[src/rtl/icyc_pkg.sv]
package icyc_pkg;

  localparam int OP_W = 4;

  localparam logic [OP_W-1:0] OPC_LOAD  = 4'd1;
  localparam logic [OP_W-1:0] OPC_STORE = 4'd2;
  localparam logic [OP_W-1:0] OPC_ADD   = 4'd3;
  localparam logic [OP_W-1:0] OPC_JUMP  = 4'd4;
  localparam logic [OP_W-1:0] OPC_ENINT = 4'd5;
  localparam logic [OP_W-1:0] OPC_RETI  = 4'd6;

  typedef enum logic [3:0] {
    S_F_ADDR, S_F_RD, S_F_CAP, S_F_IR,
    S_I_ADDR, S_I_RD, S_I_CAP,
    S_E_ADDR, S_E_RD, S_E_CAP, S_E_ST, S_E_WR,
    S_DONE, S_T_SAVE, S_T_WR
  } cyc_state_e;

  typedef enum logic [2:0] {MAR_KEEP, MAR_PC, MAR_FIELD, MAR_SP, MAR_SP_UP} mar_src_e;
  typedef enum logic [1:0] {MBR_KEEP, MBR_MEM, MBR_PC, MBR_ACC} mbr_src_e;
  typedef enum logic [1:0] {ACC_KEEP, ACC_MEM, ACC_SUM} acc_src_e;
  typedef enum logic [2:0] {PC_KEEP, PC_STEP, PC_FIELD, PC_MEM, PC_VEC} pc_src_e;

  typedef struct packed {
    mar_src_e mar;
    mbr_src_e mbr;
    acc_src_e acc;
    pc_src_e  pc;
    logic     ir_ld;
    logic     sp_up;
    logic     sp_down;
    logic     ie_set;
    logic     ie_clr;
    logic     rd;
    logic     wr;
  } xfer_ctrl_t;

  localparam xfer_ctrl_t CTRL_IDLE = '{
    mar: MAR_KEEP, mbr: MBR_KEEP, acc: ACC_KEEP, pc: PC_KEEP,
    ir_ld: 1'b0, sp_up: 1'b0, sp_down: 1'b0, ie_set: 1'b0,
    ie_clr: 1'b0, rd: 1'b0, wr: 1'b0
  };

  function automatic logic takes_operand(input logic [OP_W-1:0] op);
    return (op == OPC_LOAD) || (op == OPC_STORE) ||
           (op == OPC_ADD)  || (op == OPC_JUMP);
  endfunction

endpackage

[src/rtl/icyc_ctrl_fsm.sv]
module icyc_ctrl_fsm
  import icyc_pkg::*;
(
  input  logic             clk,
  input  logic             rst_n,
  input  logic             irq,
  input  logic             ie,
  input  logic [OP_W-1:0]  mbr_op,
  input  logic             mbr_ind,
  input  logic [OP_W-1:0]  ir_op,
  output cyc_state_e       state,
  output xfer_ctrl_t       ctrl
);

  cyc_state_e state_q, state_d;

  always_ff @(posedge clk or negedge rst_n) begin
    if (!rst_n) state_q <= S_F_ADDR;
    else        state_q <= state_d;
  end

  always_comb begin
    state_d = state_q;
    ctrl    = CTRL_IDLE;
    case (state_q)
      S_F_ADDR: begin ctrl.mar = MAR_PC;  state_d = S_F_RD;  end
      S_F_RD:   begin ctrl.rd  = 1'b1;    state_d = S_F_CAP; end
      S_F_CAP:  begin ctrl.mbr = MBR_MEM; state_d = S_F_IR;  end
      S_F_IR: begin
        ctrl.ir_ld = 1'b1;
        ctrl.pc    = PC_STEP;
        state_d    = (mbr_ind && takes_operand(mbr_op)) ? S_I_ADDR : S_E_ADDR;
      end
      S_I_ADDR: begin ctrl.mar = MAR_FIELD; state_d = S_I_RD;   end
      S_I_RD:   begin ctrl.rd  = 1'b1;      state_d = S_I_CAP;  end
      S_I_CAP:  begin ctrl.mbr = MBR_MEM;   state_d = S_E_ADDR; end
      S_E_ADDR: begin
        case (ir_op)
          OPC_LOAD, OPC_ADD: begin ctrl.mar = MAR_FIELD; state_d = S_E_RD; end
          OPC_STORE:         begin ctrl.mar = MAR_FIELD; state_d = S_E_ST; end
          OPC_JUMP:          begin ctrl.pc = PC_FIELD;   state_d = S_DONE; end
          OPC_ENINT:         begin ctrl.ie_set = 1'b1;   state_d = S_DONE; end
          OPC_RETI: begin
            ctrl.mar   = MAR_SP_UP;
            ctrl.sp_up = 1'b1;
            state_d    = S_E_RD;
          end
          default: state_d = S_DONE;
        endcase
      end
      S_E_RD: begin ctrl.rd = 1'b1; state_d = S_E_CAP; end
      S_E_CAP: begin
        if (ir_op == OPC_LOAD) ctrl.acc = ACC_MEM;
        if (ir_op == OPC_ADD)  ctrl.acc = ACC_SUM;
        if (ir_op == OPC_RETI) begin
          ctrl.pc     = PC_MEM;
          ctrl.ie_set = 1'b1;
        end
        state_d = S_DONE;
      end
      S_E_ST: begin ctrl.mbr = MBR_ACC; state_d = S_E_WR; end
      S_E_WR: begin ctrl.wr  = 1'b1;    state_d = S_DONE; end
      S_DONE: state_d = (irq && ie) ? S_T_SAVE : S_F_ADDR;
      S_T_SAVE: begin
        ctrl.mbr = MBR_PC;
        ctrl.mar = MAR_SP;
        state_d  = S_T_WR;
      end
      S_T_WR: begin
        ctrl.wr      = 1'b1;
        ctrl.pc      = PC_VEC;
        ctrl.sp_down = 1'b1;
        ctrl.ie_clr  = 1'b1;
        state_d      = S_F_ADDR;
      end
      default: state_d = S_F_ADDR;
    endcase
  end

  assign state = state_q;

  AST_INT_NEEDS_ENABLE: assert property (@(posedge clk) disable iff (!rst_n)
    (state_q == S_T_SAVE) |-> $past(ie && irq));

  AST_DONE_ONE_CYCLE: assert property (@(posedge clk) disable iff (!rst_n)
    (state_q == S_DONE) |=> (state_q != S_DONE));

endmodule

[src/rtl/icyc_xfer_regs.sv]
module icyc_xfer_regs
  import icyc_pkg::*;
#(
  parameter int          DATA_W     = 16,
  parameter int          ADDR_W     = 11,
  parameter int unsigned STACK_TOP  = 2047,
  parameter int unsigned HANDLER_AT = 512
) (
  input  logic              clk,
  input  logic              rst_n,
  input  xfer_ctrl_t        ctrl,
  input  logic [DATA_W-1:0] mem_rdata,
  output logic [ADDR_W-1:0] pc,
  output logic [ADDR_W-1:0] mar,
  output logic [DATA_W-1:0] mbr,
  output logic [DATA_W-1:0] ir,
  output logic [DATA_W-1:0] acc,
  output logic [ADDR_W-1:0] sp,
  output logic              ie
);

  localparam logic [ADDR_W-1:0] SP_INIT = ADDR_W'(STACK_TOP);
  localparam logic [ADDR_W-1:0] VEC_PC  = ADDR_W'(HANDLER_AT);
  localparam int                PAD_W   = DATA_W - ADDR_W;

  always_ff @(posedge clk or negedge rst_n) begin
    if (!rst_n) begin
      pc  <= '0;
      mar <= '0;
      mbr <= '0;
      ir  <= '0;
      acc <= '0;
      sp  <= SP_INIT;
      ie  <= 1'b0;
    end else begin
      case (ctrl.mar)
        MAR_PC:    mar <= pc;
        MAR_FIELD: mar <= mbr[ADDR_W-1:0];
        MAR_SP:    mar <= sp;
        MAR_SP_UP: mar <= sp + 1'b1;
        default:   ;
      endcase
      case (ctrl.mbr)
        MBR_MEM: mbr <= mem_rdata;
        MBR_PC:  mbr <= {{PAD_W{1'b0}}, pc};
        MBR_ACC: mbr <= acc;
        default: ;
      endcase
      case (ctrl.acc)
        ACC_MEM: acc <= mem_rdata;
        ACC_SUM: acc <= acc + mem_rdata;
        default: ;
      endcase
      case (ctrl.pc)
        PC_STEP:  pc <= pc + 1'b1;
        PC_FIELD: pc <= mbr[ADDR_W-1:0];
        PC_MEM:   pc <= mem_rdata[ADDR_W-1:0];
        PC_VEC:   pc <= VEC_PC;
        default:  ;
      endcase
      if (ctrl.ir_ld)   ir <= mbr;
      if (ctrl.sp_up)   sp <= sp + 1'b1;
      if (ctrl.sp_down) sp <= sp - 1'b1;
      if (ctrl.ie_set)  ie <= 1'b1;
      if (ctrl.ie_clr)  ie <= 1'b0;
    end
  end

endmodule

[src/rtl/icyc_sequencer.sv]
module icyc_sequencer
  import icyc_pkg::*;
#(
  parameter int          DATA_W     = 16,
  parameter int unsigned STACK_TOP  = 2047,
  parameter int unsigned HANDLER_AT = 512
) (
  input  logic                      clk,
  input  logic                      rst_n,
  input  logic                      irq,
  output logic [DATA_W-OP_W-2:0]    mem_addr,
  output logic                      mem_rd,
  output logic                      mem_wr,
  output logic [DATA_W-1:0]         mem_wdata,
  input  logic [DATA_W-1:0]         mem_rdata,
  output logic [DATA_W-OP_W-2:0]    pc_o,
  output logic [DATA_W-1:0]         ir_o,
  output logic [DATA_W-1:0]         acc_o,
  output logic [DATA_W-OP_W-2:0]    sp_o,
  output logic                      ie_o,
  output logic                      instr_done
);

  localparam int ADDR_W  = DATA_W - OP_W - 1;
  localparam int IND_BIT = ADDR_W;

  cyc_state_e        state;
  xfer_ctrl_t        ctrl;
  logic [ADDR_W-1:0] pc, mar, sp;
  logic [DATA_W-1:0] mbr, ir, acc;
  logic              ie;

  icyc_ctrl_fsm u_fsm (
    .clk     (clk),
    .rst_n   (rst_n),
    .irq     (irq),
    .ie      (ie),
    .mbr_op  (mbr[DATA_W-1 -: OP_W]),
    .mbr_ind (mbr[IND_BIT]),
    .ir_op   (ir[DATA_W-1 -: OP_W]),
    .state   (state),
    .ctrl    (ctrl)
  );

  icyc_xfer_regs #(
    .DATA_W     (DATA_W),
    .ADDR_W     (ADDR_W),
    .STACK_TOP  (STACK_TOP),
    .HANDLER_AT (HANDLER_AT)
  ) u_regs (
    .clk       (clk),
    .rst_n     (rst_n),
    .ctrl      (ctrl),
    .mem_rdata (mem_rdata),
    .pc        (pc),
    .mar       (mar),
    .mbr       (mbr),
    .ir        (ir),
    .acc       (acc),
    .sp        (sp),
    .ie        (ie)
  );

  assign mem_addr   = mar;
  assign mem_wdata  = mbr;
  assign mem_rd     = ctrl.rd;
  assign mem_wr     = ctrl.wr;
  assign pc_o       = pc;
  assign ir_o       = ir;
  assign acc_o      = acc;
  assign sp_o       = sp;
  assign ie_o       = ie;
  assign instr_done = (state == S_DONE);

  AST_IR_FROM_MBR: assert property (@(posedge clk) disable iff (!rst_n)
    (state == S_F_IR) |=> (ir == $past(mbr)));

  AST_FETCH_PC_STEP: assert property (@(posedge clk) disable iff (!rst_n)
    (state == S_F_IR) |=> (pc == $past(pc) + 1'b1));

  AST_INDIRECT_FLAGGED: assert property (@(posedge clk) disable iff (!rst_n)
    (state == S_I_ADDR) |-> (ir[IND_BIT] && takes_operand(ir[DATA_W-1 -: OP_W])));

  AST_PUSH_TARGET: assert property (@(posedge clk) disable iff (!rst_n)
    (state == S_T_WR) |-> (mem_wr && mem_addr == sp && mem_wdata[ADDR_W-1:0] == pc));

  AST_VECTOR_ENTRY: assert property (@(posedge clk) disable iff (!rst_n)
    (state == S_T_WR) |=> (pc == ADDR_W'(HANDLER_AT) && !ie && sp == $past(sp) - 1'b1));

  AST_RD_WR_EXCLUSIVE: assert property (@(posedge clk) disable iff (!rst_n)
    !(mem_rd && mem_wr));

endmodule

[config.mk]
export PLATFORM = sky130hd
export DESIGN_NAME = icyc_sequencer
export DESIGN_NICKNAME = d
export VERILOG_FILES = /design/src/rtl/icyc_pkg.sv /design/src/rtl/icyc_ctrl_fsm.sv /design/src/rtl/icyc_xfer_regs.sv /design/src/rtl/icyc_sequencer.sv
export SDC_FILE = /design/constraint.sdc
export NUM_CORES = 1
export LEC_CHECK = 0
export ABC_AREA = 1
export BUFFER_PORTS_ARGS = -buffer_cell sky130_fd_sc_hd__clkbuf_2
export CORE_MARGIN = 1.5
export CORE_UTILIZATION = 57
export CTS_CLUSTER_DIAMETER = 200
export DETAILED_ROUTE_END_ITERATION = 8
export PLACE_DENSITY = 0.93
export SLEW_MARGIN = 40
export SYNTH_ARGS = -nofsm -noshare
export SYNTH_HDL_FRONTEND = slang
export SYNTH_SLANG_ARGS = --single-unit
[constraint.sdc]
create_clock -name clk -period 2.6 [get_ports clk]
set_clock_uncertainty 0.15 [all_clocks]
set_input_delay 0.52 -clock clk [delete_from_list [all_inputs] [get_ports clk]]
set_output_delay 0.52 -clock clk [all_outputs]
set_load 0.01 [all_outputs]
==> summary.txt <==
status = finished, final reports clean
CTS Root Cell = clkbuf_8
Post-synth EDFFs = 0
final cycle utilization of the critical path = 90.54%
Die Area = 0.01069 sq mm
Iter 0 DRT Violations = 621
Slew @ Worst Pin = 538.2 ps
initial core utilization = 58.77%
nets@finish = 934
Yosys top cell by area = dfrtp_1
delay-heaviest family, CP = flip-flops
Post-Syn Area per Cell = 7.225 sq um
upper clock frequency limit = 0.4248 GHz
Power Density = 1233 mW/mm^2
dpl hpwl = 12680 um
H-tree depth = 3
routed wl met2 = 7696 um
most frequent cells after synthesis = 170 x nand2_1, 102 x inv_1, 75 x dfrtp_1
post-synthesis cell type count = 45
Port Buffers = 103
Die W = 103.4 um
share of flip-flops with an asynchronous set or reset = 100.0%
Worst slew margin = 63.65%
Max VDD drop = 0.0005784 V
critical setup path kind = reg2out
Setup TNS = 0 ps
most common cell in the netlist = nand2_1
post-route ant nets = 0
Max Fanout on Critical Path = 12
post-synth top area share = 32.67%
Synth Flop Type = dfrtp_1
Synth Register Bits = 86
Comb power frac = 54.1%
Worst Setup SP = u_fsm.state[3]$_DFF_PN0_
clk_lat worst skew = 370 ps
CP Capture Type = output port
CP Data Arrival Time = 1680 ps
CP max stage cell = dfrtp_1
Rows = 36
CP max stage delay = 440 ps
Worst Setup Start Kind = flop
Syn Inst Count = 795
final slew viol count = 0
RSZ-0062 raised after global routing = false
met3 wire len = 1582 um
Avg WL per Cell = 16.18 um
register area = 0.002166 sq mm
Overall Global Routing Usage = 32.55%
post-DR vias/cell = 5.940
max_cap viols = 0
Tmin final = 2354 ps
synth top area cells = dfrtp_1 33%, nand2_1 11%, inv_1 6.7%, o21ai_0 5.6%, dfstp_2 5.0%
Critical Path RT = 1930 ps
vias in the first global route = 5453
internal power = 4021 uW
n_diodes = 0
first-pass GRT wire length = 26590 um
Syn-to-layout area delta = 14.68%
initial antenna violation count = 0
WL met1 = 6606 um
Synth Cell Area = 0.005744 sq mm
switching power = 4103 uW
post_cts resized = 0
Hold Crit Start = mem_rdata[0]
fill count = 822
Clk pin slew, worst setup/hold paths = 90 ps
DRT Pass-1 Iters = 6
WL final = 16710 um
Max Used Layer = met4
count of yosys warnings during synthesis = 0
power share of the sequential group = 33.7%
Final Hold Viols = 0
reg2reg start = u_fsm.state[3]$_DFF_PN0_
total congestion overflow = 0
clock network fraction of design power = 12.1%
Num CTS Buffers = 9
core area = 0.009774 sq mm
Hold WS = 283.9 ps
routability cong. = 0.9875
part of the Yosys area used for sequential elements = 37.70%
Post-CTS Setup Repair Bufs = 0
Max clock buf depth = 2
drt drc = 0
leakage power = 0.003373 uW
CTS tree = yes
Synthesized Nets = 834
clk sink count = 86
vias post-DR = 6136
Die H = 103.4 um
HP Class = in2reg
layout cells sized above 1 = 19.56%
Cell Chain, Critical Path = nand2_1, nor2_1, inv_2, o21ai_0, clkbuf_2
CP bufs+invs = 2
Sw Share = 50.50%
multi-input logic area = 0.003007 sq mm
Final setup viols = 0
largest net degree at the start of global routing = 60
IO Pins = 104
## layout by cell type, fill, tap and decap left out, types with 2 or more instances in the layout
cell,instances
nand2_1,170
inv_1,102
clkbuf_2,102
dfrtp_1,75
nor2_1,73
o21ai_0,64
a21oi_1,51
nand3_1,49
o22ai_1,26
ha_1,19
o21ai_1,17
xor2_1,16
inv_2,15
nand4_1,15
dfstp_2,11
clkbuf_8,10
o211ai_1,9
nor3_1,9
buf_4,8
nor2_4,7
nand2_2,6
a31oi_1,5
nor2_2,4
a22oi_1,4
a211oi_1,3
nand3b_1,2
o21bai_1,2
a221oi_1,2
inv_6,2
## worst paths after layout
path                                        endpoint  slack [ps]  cells after the start
hold / removal             u_regs.acc[0]$_DFFE_PN0P_         280                      3
max in group asynchronous   u_regs.sp[1]$_DFFE_PN1P_        1180                      3
setup / recovery                              mem_wr         250                      5
setup reg to reg           u_regs.mbr[6]$_DFFE_PN0P_         260                      8
min in group asynchronous  u_regs.mar[9]$_DFFE_PN0P_         460                      2
hold reg to reg            u_regs.mar[2]$_DFFE_PN0P_         340                      2
## tightest hold or removal path, stage by stage
cell	delay, ps
clkbuf_2	110
nand2_1	70
a22oi_1	60
## through the flow
stage | std cells | area (sq um) | worst slack [ps] | total power, uW | utilization [%]
floorplan | 795 | 5744 | 540.4 | 5561 | -
global placement | 1016 | 6372 | 323.5 | 6861 | 65.19
detailed placement | 1016 | 6372 | 255.8 | 7012 | 65.19
CTS | 1033 | 6588 | 248.6 | 8016 | 67.40
global route | 1033 | 6588 | 99.72 | 8776 | 67.40
finish | 1033 | 6588 | 246.0 | 8125 | 67.40
## layer usage
metal  GRT usage, %  up-vias
li1               -     2846
met4          20.06        0
met3          4.637       78
met1          42.38     2825
met2          51.43      387
met5              0        -
## flip-flops by register name (all words and copies together), names as in the netlist
| name | cells |
|---|---|
| u_regs.ir | 16 |
| u_regs.ie | 1 |
| u_regs.mbr | 16 |
| u_regs.acc | 16 |
| u_regs.sp | 11 |
| u_regs.pc | 11 |
| u_fsm.state | 4 |
| u_regs.mar | 11 |
## cells by family (layout without fill, tap and decap cells)
kind of cell,Yosys count,in the layout,share of synthesized area (%)
fa+ha+maj,20,20,4.487
buf+inv,141,246,9.954
simple gates,343,343,26.88
compound gates,188,188,18.38
flops,86,86,37.70
xor+xnor,17,17,2.592
## power by group through the flow
| stage | clock [uW] | sequential, uW | combinational [uW] |
|---|---|---|---|
| finish | 986 | 2740 | 4400 |
| global route | 1030 | 2810 | 4930 |
| CTS | 986 | 2700 | 4330 |
| detailed placement | 0 | 2720 | 4290 |
| global placement | 0 | 2710 | 4150 |
| floorplan | 0 | 2790 | 2770 |
## repair_timing
action,4_1_cts,5_1_grt
hold buffers,1,0
setup endpoints to repair,0,0
hold endpoints to repair,17,0
## layout make-up
| class | instances | share of cell area, % |
|---|---|---|
| clock inverters | 5 | 0.9687 |
| clock buffers | 11 | 2.146 |
| multi-input cells | 568 | 45.64 |
| repair buffers | 112 | 9.117 |
| well taps | 133 | 2.526 |
| inverters | 118 | 6.724 |
| flip-flops and latches | 86 | 32.88 |
(Power assumes the default switching activity.)
